### src/rtl/dsm_mash_pkg.sv
package dsm_mash_pkg;
  typedef struct packed {
    logic advance;
    logic flush;
    logic useSecond;
  } dsmStrobe_t;
endpackage

### src/rtl/dsm_acc.sv
module dsm_acc #(
  parameter int W = 8
) (
  input  logic [W-1:0] stateIn,
  input  logic [W-1:0] addend,
  output logic [W-1:0] residue,
  output logic         carry
);
  logic [W:0] total;
  always_comb begin
    total   = {1'b0, stateIn} + {1'b0, addend};
    residue = total[W-1:0];
    carry   = total[W];
  end
endmodule

### src/rtl/dsm_ctrl.sv
module dsm_ctrl
  import dsm_mash_pkg::*;
#(
  parameter int FRAC_W = 8
) (
  input  logic              clk,
  input  logic              rstN,
  input  logic              stepEn,
  input  logic              orderSel,
  input  logic [FRAC_W-1:0] fracIn,
  output dsmStrobe_t        stb
);
  logic fracZero;
  always_comb begin
    fracZero      = (fracIn == '0);
    stb.advance   = stepEn && !fracZero;
    stb.flush     = stepEn && fracZero;
    stb.useSecond = orderSel;
  end


  strobe_excl_chk: assert property (@(posedge clk) disable iff (!rstN)
    $onehot0({stb.advance, stb.flush}));

  strobe_src_chk: assert property (@(posedge clk) disable iff (!rstN)
    (stb.advance || stb.flush) |-> stepEn);
endmodule

### src/rtl/dsm_datapath.sv
module dsm_datapath
  import dsm_mash_pkg::*;
#(
  parameter int FRAC_W     = 8,
  parameter int INT_W      = 8,
  parameter bit HAS_SECOND = 1'b1,
  localparam int OUT_W     = INT_W + 2
) (
  input  logic                    clk,
  input  logic                    rstN,
  input  dsmStrobe_t              stb,
  input  logic [INT_W-1:0]        intIn,
  input  logic [FRAC_W-1:0]       fracIn,
  output logic signed [OUT_W-1:0] modOut
);
  logic [FRAC_W-1:0] err1, err2;
  logic [FRAC_W-1:0] nextErr1, nextErr2;
  logic              carry1, carry2;
  logic              carry1Dly, carry2Prev;
  logic              secondOn;
  logic signed [OUT_W-1:0] baseVal, firstVal, secondVal;

  dsm_acc #(.W(FRAC_W)) stage1_i (
    .stateIn(err1), .addend(fracIn), .residue(nextErr1), .carry(carry1));

  generate
    if (HAS_SECOND) begin : g_second
      dsm_acc #(.W(FRAC_W)) stage2_i (
        .stateIn(err2), .addend(err1), .residue(nextErr2), .carry(carry2));
      assign secondOn = stb.useSecond;
    end else begin : g_first_only
      assign nextErr2 = '0;
      assign carry2   = 1'b0;
      assign secondOn = 1'b0;
    end
  endgenerate

  always_comb begin
    baseVal   = $signed({2'b00, intIn});
    firstVal  = baseVal + $signed({{(OUT_W-1){1'b0}}, carry1});
    secondVal = baseVal + $signed({{(OUT_W-1){1'b0}}, carry1Dly})
              + $signed({{(OUT_W-1){1'b0}}, carry2})
              - $signed({{(OUT_W-1){1'b0}}, carry2Prev});
  end

  always_ff @(posedge clk or negedge rstN) begin
    if (!rstN) begin
      err1       <= '0;
      err2       <= '0;
      carry1Dly  <= 1'b0;
      carry2Prev <= 1'b0;
      modOut     <= '0;
    end else if (stb.flush) begin
      err1       <= '0;
      err2       <= '0;
      carry1Dly  <= 1'b0;
      carry2Prev <= 1'b0;
      modOut     <= baseVal;
    end else if (stb.advance) begin
      err1      <= nextErr1;
      carry1Dly <= carry1;
      if (secondOn) begin
        err2       <= nextErr2;
        carry2Prev <= carry2;
        modOut     <= secondVal;
      end else begin
        err2       <= '0;
        carry2Prev <= 1'b0;
        modOut     <= firstVal;
      end
    end
  end


  hold_out_chk: assert property (@(posedge clk) disable iff (!rstN)
    !(stb.advance || stb.flush) |=> $stable(modOut));

  zero_frac_chk: assert property (@(posedge clk) disable iff (!rstN)
    stb.flush |=> (modOut == $signed({2'b00, $past(intIn)})));

  first_range_chk: assert property (@(posedge clk) disable iff (!rstN)
    (stb.advance && !secondOn) |=>
      ((modOut - $signed({2'b00, $past(intIn)})) >= 0 &&
       (modOut - $signed({2'b00, $past(intIn)})) <= 1));

  second_range_chk: assert property (@(posedge clk) disable iff (!rstN)
    (stb.advance && secondOn) |=>
      ((modOut - $signed({2'b00, $past(intIn)})) >= -1 &&
       (modOut - $signed({2'b00, $past(intIn)})) <= 2));

  stage2_idle_chk: assert property (@(posedge clk) disable iff (!rstN)
    (stb.advance && !secondOn) |=> (err2 == '0 && !carry2Prev));
endmodule

### src/rtl/dsm_mash_top.sv
module dsm_mash_top #(
  parameter int FRAC_W     = 8,
  parameter int INT_W      = 8,
  parameter bit HAS_SECOND = 1'b1,
  localparam int OUT_W     = INT_W + 2
) (
  input  logic                    clk,
  input  logic                    rstN,
  input  logic                    stepEn,
  input  logic                    orderSel,
  input  logic [INT_W-1:0]        intIn,
  input  logic [FRAC_W-1:0]       fracIn,
  output logic signed [OUT_W-1:0] modOut
);
  dsm_mash_pkg::dsmStrobe_t stb;

  dsm_ctrl #(.FRAC_W(FRAC_W)) ctrl_i (
    .clk(clk), .rstN(rstN), .stepEn(stepEn), .orderSel(orderSel),
    .fracIn(fracIn), .stb(stb));

  dsm_datapath #(.FRAC_W(FRAC_W), .INT_W(INT_W), .HAS_SECOND(HAS_SECOND)) dp_i (
    .clk(clk), .rstN(rstN), .stb(stb), .intIn(intIn), .fracIn(fracIn),
    .modOut(modOut));
endmodule

### config.mk
export PLATFORM = sky130hd
export DESIGN_NAME = dsm_mash_top
export DESIGN_NICKNAME = d
export VERILOG_FILES = /design/src/rtl/dsm_mash_pkg.sv /design/src/rtl/dsm_acc.sv /design/src/rtl/dsm_ctrl.sv /design/src/rtl/dsm_datapath.sv /design/src/rtl/dsm_mash_top.sv
export SDC_FILE = /design/constraint.sdc
export NUM_CORES = 1
export LEC_CHECK = 0
export BUFFER_PORTS_ARGS = -buffer_cell sky130_fd_sc_hd__clkbuf_2
export CORE_UTILIZATION = 45
export CTS_BUF_LIST = sky130_fd_sc_hd__clkbuf_2 sky130_fd_sc_hd__clkbuf_4 sky130_fd_sc_hd__clkbuf_8
export CTS_CLUSTER_DIAMETER = 80
export DETAILED_ROUTE_END_ITERATION = 12
export HOLD_SLACK_MARGIN = 0.05
export PLACE_DENSITY = 0.73
export SETUP_SLACK_MARGIN = 0.15
export SLEW_MARGIN = 20
export SYNTH_ARGS = -nofsm -noshare
export SYNTH_HDL_FRONTEND = slang
export SYNTH_SLANG_ARGS = --single-unit
export TNS_END_PERCENT = 5
### constraint.sdc
create_clock -name clk -period 3.83 [get_ports clk]
set_input_delay 0.1915 -clock clk [delete_from_list [all_inputs] [get_ports clk]]
set_output_delay 0.1915 -clock clk [all_outputs]
set_load 0.02 [all_outputs]
# --- Word-level counts from Yosys, hierarchy flattened ---
# Index checks and enable logic that the tools add are counted.
word_totals:
  mem_count: 0
  rom_bits: 0
  ramBits: 0
  latch_bits: 0
  register_bits: 28
  wordCells: 29
  in_bits: 20
op_classes:
  reduce_logical: 5
  n_eq_ne: 0
  n_mul: 0
  addsub: 6
  n_div: 0
  magnitude_cmp: 0
  shift: 0
  mux: 13
  bitwise_logic: 0
ops:
  columns: ["op", "n"]
  rows:
  - ["2-to-1 mux 8 bit", 5]
  - ["2-to-1 mux 10 bit", 3]
  - ["adder 8 x 1 -> 9 bit", 2]
  - ["adder 8 x 8 -> 9 bit", 2]
  - ["adder 10 x 2 -> 10 bit", 1]
  - ["subtractor 10 x 2 -> 10 bit", 1]
  - ["logical NOT 8 bit", 1]
  - ["2-to-1 mux 1 bit", 5]
  - ["logical AND 1 bit", 2]
  - ["nonzero test 2 bit", 1]
  - ["logical NOT 1 bit", 1]

# --- Longest topological paths before layout ---
depth:
  ltp_word: 6
  mapped_depth: 17

# --- Cells and area by module ---
# From an unflattened synthesis, not the netlist that was laid out.
unflattened:
  cells_unflattened: 296
  area_unflattened_um2: 2556.2
modules_own_cells:
  columns: ["module", "area_each_um2", "cells_per_inst", "seq_area_each_um2", "n_inst"]
  rows:
  - ["dsm_datapath", 1861.8, 209, 700.7, 1]
  - ["dsm_acc (dp_i.g_second.stage2_i)", 324.1, 40, 0.0, 1]
  - ["dsm_acc (dp_i.stage1_i)", 324.1, 42, 0.0, 1]
  - ["dsm_ctrl", 46.3, 5, 0.0, 1]

# --- Least setup slack after synthesis ---
# OpenSTA, ideal clock, no wires.
synth_path:
  path_type: "register to register"
  from: "register dp_i.err1[0]"
  to: "register dp_i.modOut[8]"
  setup_slack_ns: 0.325
  t_required_ns: 3.702
  setup_ns: 0.128
  path_stages_with_launch: 18
  n_path_buf: 0
  period_less_slack_ns: 3.505
  arrival_ns: 3.378
  path_cell_list: "dfrtp_1 -> ha_1 -> inv_1 -> fa_1 -> nand2b_1 -> a21oi_1 -> o21a_1 -> o31a_1 -> a21oi_1 -> ha_1 -> inv_1 -> ha_1 -> fa_1 -> a211oi_1 -> o31ai_1 -> mux2_2 -> a21oi_1 -> o2bb2ai_1"
synth_between:
  elab_chain_cells: 6
synth_rtl:
  columns: ["element", "line", "rtl"]
  rows:
  - ["start, declared", "dsm_datapath.sv:16", "logic [FRAC_W-1:0] err1, err2;"]
  - ["start signal, assigned", "dsm_datapath.sv:60", "err1 <= nextErr1;"]
  - ["adder 8 x 8 -> 9 bit", "dsm_acc.sv:11", "total = {1'b0, stateIn} + {1'b0, addend};"]
  - ["adder 10 x 2 -> 10 bit", "dsm_datapath.sv:42", "+ $signed({{(OUT_W-1){1'b0}}, carry2})"]
  - ["subtractor 10 x 2 -> 10 bit", "dsm_datapath.sv:43", "- $signed({{(OUT_W-1){1'b0}}, carry2Prev});"]
  - ["2-to-1 mux 10 bit (*)", "dsm_datapath.sv:62", "if (secondOn) begin"]
  - ["2-to-1 mux 10 bit (*)", "dsm_datapath.sv:59", "end else if (stb.advance) begin"]
  - ["2-to-1 mux 10 bit (*)", "dsm_datapath.sv:53", "end else if (stb.flush) begin"]
  - ["end signal, assigned", "dsm_datapath.sv:58", "modOut <= baseVal;"]
  - ["end signal, assigned", "dsm_datapath.sv:65", "modOut <= secondVal;"]
  - ["end signal, assigned", "dsm_datapath.sv:69", "modOut <= firstVal;"]
  - ["end, declared", "dsm_datapath.sv:14", "output logic signed [OUT_W-1:0] modOut"]
# Mark *: on every way between the ends. The rest lies on a longest branch, timed or not. The select of a mux whose other input is x is not followed.
# A chain may end at the register's enable or synchronous reset.

# --- Final worst setup path ---
# Ends and elaborated chain as after synthesis.

==> qor_table.md <==
| Step | Quantity | Value |
|---|---|---|
| status | Outcome | finished, final reports clean |
| power and ir drop | P_leak | 1.37 nW |
| synthesis | EDFF count, synth | 0 |
| clock network | TritonCTS clock tree | built |
| drt | Routed length per instance | 15.7 um |
| die | Number of rows in the core area | 27 |
| synthesis | Per-instance average area after synthesis | 8.80 um2 |
| drt | Post-detailed-route count of antenna-violating nets | 0 |
| setup path | Buf+Inv Stages, Crit Path | 2 |
| synthesis | Synth top area share | 26.4% |
| clock network | Clock sinks | 28 |
| setup path | Logic depth of the worst register-to-register path | 17 |
| clock network | Later-pin clock latency in the skew report | 0.28 ns |
| drt | DR vias | 2325 |
| clock network | Clock transition at the register clock pins on the worst setup and hold paths after CTS | 0.10 ns |
| synthesis | Cell type contributing the most total cell area after synthesis | dfrtp_1 |
| sta | Setup repair after global routing missed its margin | yes |
| cells and area | Fill cells | 529 |
| grt | Overall Global Routing Usage | 20.7% |
| grt | First-pass GRT wire length | 10300 um |
| sta | Maximum frequency from static timing analysis | 279 MHz |
| drt | Count of TritonRoute iterations in the first routing pass | 6 |
| synthesis | Total of flip-flops plus latches after synthesis | 28 |
| setup path | Worst setup SP type | register |
| cells and area | Net count reported at finish | 380 |
| grt | Routing layer with the top usage in global route | met2 |
| setup path | CP max FO | 3 |
| cells and area | Proportion of layout cells with a drive suffix above 1 | 19.0% |
| synthesis | Yosys synthesis warning count | 0 |
| sta | Post-route fraction of the period consumed by the critical path | 93.6% |
| synthesis | Post-synth net total | 355 |
| die | Die width | 78.9 um |
| worst hold path | Type of the tightest min-delay check | in2reg |
| place | Routability-driven placement congestion ratio | 0.822 |
| grt | Vias in the first global route | 2197 |
| grt | Met3 track demand over resource in global routing | 2.18% |
| grt | Met2 track demand over resource in global routing | 34.3% |
| grt | Remaining global-route overflow | 0 |
| synthesis | Post-synth ARST share | 100% |
| synthesis | Register area share after synthesis | 26.4% |
| synthesis | Most used standard cell by instance count after synthesis | ha_1 |
| synthesis | Gate count of the mapped netlist | 302 |
| cells and area | Synthesis-to-layout area growth | 12.6% |
| setup path | Highest-delay cell along the critical path | dfrtp_1 |
| drt | Drt via density | 5.84 |
| die | Placeable core region | 0.00561 mm2 |
| sta | Hold Fails Final Rpt | 0 |
| drt | Remaining DRCs | 0 |
| sta | Accumulated negative setup slack | 0 ns |
| setup path | Required arrival time at the worst endpoint | 3.99 ns |
| synthesis | Flip-flop cell with the highest count after synthesis | dfrtp_1 |
| place | IO Port Bufs | 29 |
| sta | Layout Skew | 0.00312 ns |
| setup path | Slowest stage delay, CP | 0.39 ns |
| die | Count of pins on the block boundary | 30 |
| grt | Antenna violations before repair | 0 |
| setup path | Worst Setup Path Type | reg2reg |
| setup path | Critical path endpoint category | register |
| clock network | CTS Root Buffer Type | clkbuf_8 |
| setup path | Cells along the critical path | ha_2 > inv_1 > fa_2 > nand2b_4 > a21oi_4 > o21a_1 > o31a_1 > a21oi_1 > ha_1 > inv_1 > ha_2 > fa_2 > a211oi_4 > o31ai_2 > mux2_2 > a21oi_1 > o2bb2ai_1 |
| synthesis | Top area cells in the synthesized netlist | dfrtp_1, ha_1, nor2_1 |
| clock network | H-tree lvl count | 1 |
| die | Die footprint | 0.00622 mm2 |
| power and ir drop | Max VDD drop | 403 uV |
| synthesis | Synthesized cell area | 0.00266 mm2 |
| sta | Max Transition Viols Final | 0 |
| grt | Global Route met1 Usage | 28.1% |
| power and ir drop | Total power of the final layout | 0.00190 W |
| sta | Total of endpoints with negative setup slack in the final report | 0 |
| drt | DRC violation total after the first TritonRoute iteration | 112 |
| die | Die span in y | 78.9 um |
| place | HPWL Detailed | 4660 um |
| clock network | Clock buffer count from CTS | 3 |
| synthesis | Synth cell count leaders | ha_1, dfrtp_1, nor2_1 |
| synthesis | Count of unique library cells instantiated by Yosys | 60 |
| power and ir drop | Power density over the cells | 634 mW/mm2 |
| flow run | Number of maximum-capacitance constraint violations | 0 |
| sta | Slew at the pin closest to its max-slew limit | 0.781 ns |
| setup path | WP depth | 17 |
| die | Initial core utilization | 47.4% |
| cells and area | Number of antenna diodes | 0 |
| drt | Aggregate routed wire length | 6230 um |
| sta | Clock period minus worst slack | 3.58 ns |
| clock network | Maximum buffer depth of the clock tree | 2 |
| setup path | CP arrival | 3.75 ns |
| worst hold path | Min-Delay Path Depth | 3 |
| setup path | Family of cells with the greatest summed delay on the critical path | adder cells |
| grt | Maximum number of pins on one net before global-route repair | 29 |
| sta | Relative slew slack | 47.7% |
[state kept, by name, indices dropped and copies added (netlist names)]
register / count
dp_i.carry1Dly: 1
dp_i.modOut: 10
dp_i.err1: 8
dp_i.carry2Prev: 1
dp_i.err2: 8
[kinds of logic (layout without fill, tap and decap cells)]
| logic type | Yosys count | after routing | synth area share (%) |
|---|---|---|---|
| compound gates | 93 | 93 | 25.5 |
| buf+inv | 34 | 58 | 5.27 |
| mux | 8 | 8 | 3.25 |
| xor+xnor | 15 | 15 | 4.94 |
| fa+ha+maj | 33 | 33 | 16.4 |
| flops | 28 | 28 | 26.4 |
| simple gates | 91 | 91 | 18.3 |
[metrics by stage]
step,util (%),instance area [um2],hold WS [ns],instances,setup WS (ns)
2_1_floorplan,-,2660,-0.104,302,0.325
3_3_place_gp,50.6,2840,0.286,391,0.135
3_5_place_dp,50.6,2840,0.297,391,0.103
4_1_cts,52.3,2930,0.245,396,0.161
5_1_grt,53.4,2990,0.279,398,0.0187
6_report,53.4,2990,0.252,398,0.246
[cells in the final DEF, fill, tap and decap left out, drive strengths merged, types with 7 or more instances in the layout]
| cell | instances |
|---|---|
| nor2 | 26 |
| o21ai | 19 |
| inv | 21 |
| dfrtp | 28 |
| a21oi | 18 |
| nand3 | 8 |
| ha | 30 |
| xnor2 | 10 |
| clkbuf | 32 |
| a22o | 7 |
| nand2 | 19 |
[cell type report]
class,instances,area [um2],area share (%)
Clock buffer,3,41.3,1.38
Clock inverter,1,30.0,1.00
Inverter,21,78.8,2.63
Multi-Input combinational cell,240,1870,62.6
Sequential cell,28,701,23.4
Tap cell,72,90.1,3.01
Timing Repair Buffer,33,178,5.94
[power breakdown]
part	switching (W)	internal, W	total [W]
clock	0.0000994	0.000140	0.000240
combinational	0.000613	0.000546	0.00116
sequential	0.0000910	0.000408	0.000499
[path summary, 6_finish.rpt]
kind | from | to | slack (ns)
worst max-delay path | dp_i.err1[0]$_DFFE_PN0P_ | dp_i.modOut[8]$_DFFE_PN0P_ | 0.25
worst min-delay path | intIn[4] | dp_i.modOut[4]$_DFFE_PN0P_ | 0.25
worst max register to register | dp_i.err1[0]$_DFFE_PN0P_ | dp_i.modOut[8]$_DFFE_PN0P_ | 0.25
worst min register to register | dp_i.modOut[3]$_DFFE_PN0P_ | dp_i.modOut[3]$_DFFE_PN0P_ | 0.51
max in group asynchronous | rstN | dp_i.modOut[6]$_DFFE_PN0P_ | 2.86
min in group asynchronous | rstN | dp_i.err2[2]$_DFFE_PN0P_ | 0.49
[layer usage]
metal	routed length, um	part of all wire (%)	vias to the layer above
li1	-	-	1166
met1	2960	47	1093
met2	2950	47	52
met3	192	3.1	14
met4	131	2.1	0
met5	0	0	-
[worst reg2reg max path, cell delays in order, from the launching register on]
cell	delay (ns)
dfrtp_1	0.39
ha_2	0.20
inv_1	0.05
fa_2	0.34
nand2b_4	0.17
a21oi_4	0.13
o21a_1	0.16
o31a_1	0.16
a21oi_1	0.08
ha_1	0.27
inv_1	0.04
ha_2	0.20
fa_2	0.39
a211oi_4	0.29
o31ai_2	0.10
mux2_2	0.29
a21oi_1	0.14
o2bb2ai_1	0.07
[repair_timing]
| action | 4_1_cts | 5_1_grt |
|---|---|---|
| hold endpoints to repair | 28 | 0 |
| hold buffers | 1 | 0 |
| resized for setup | 2 | 11 |
| setup endpoints to repair | 3 | 7 |
| buffers inserted | 0 | 2 |
| pin swaps | 0 | 6 |
(Power assumes the default switching activity.)
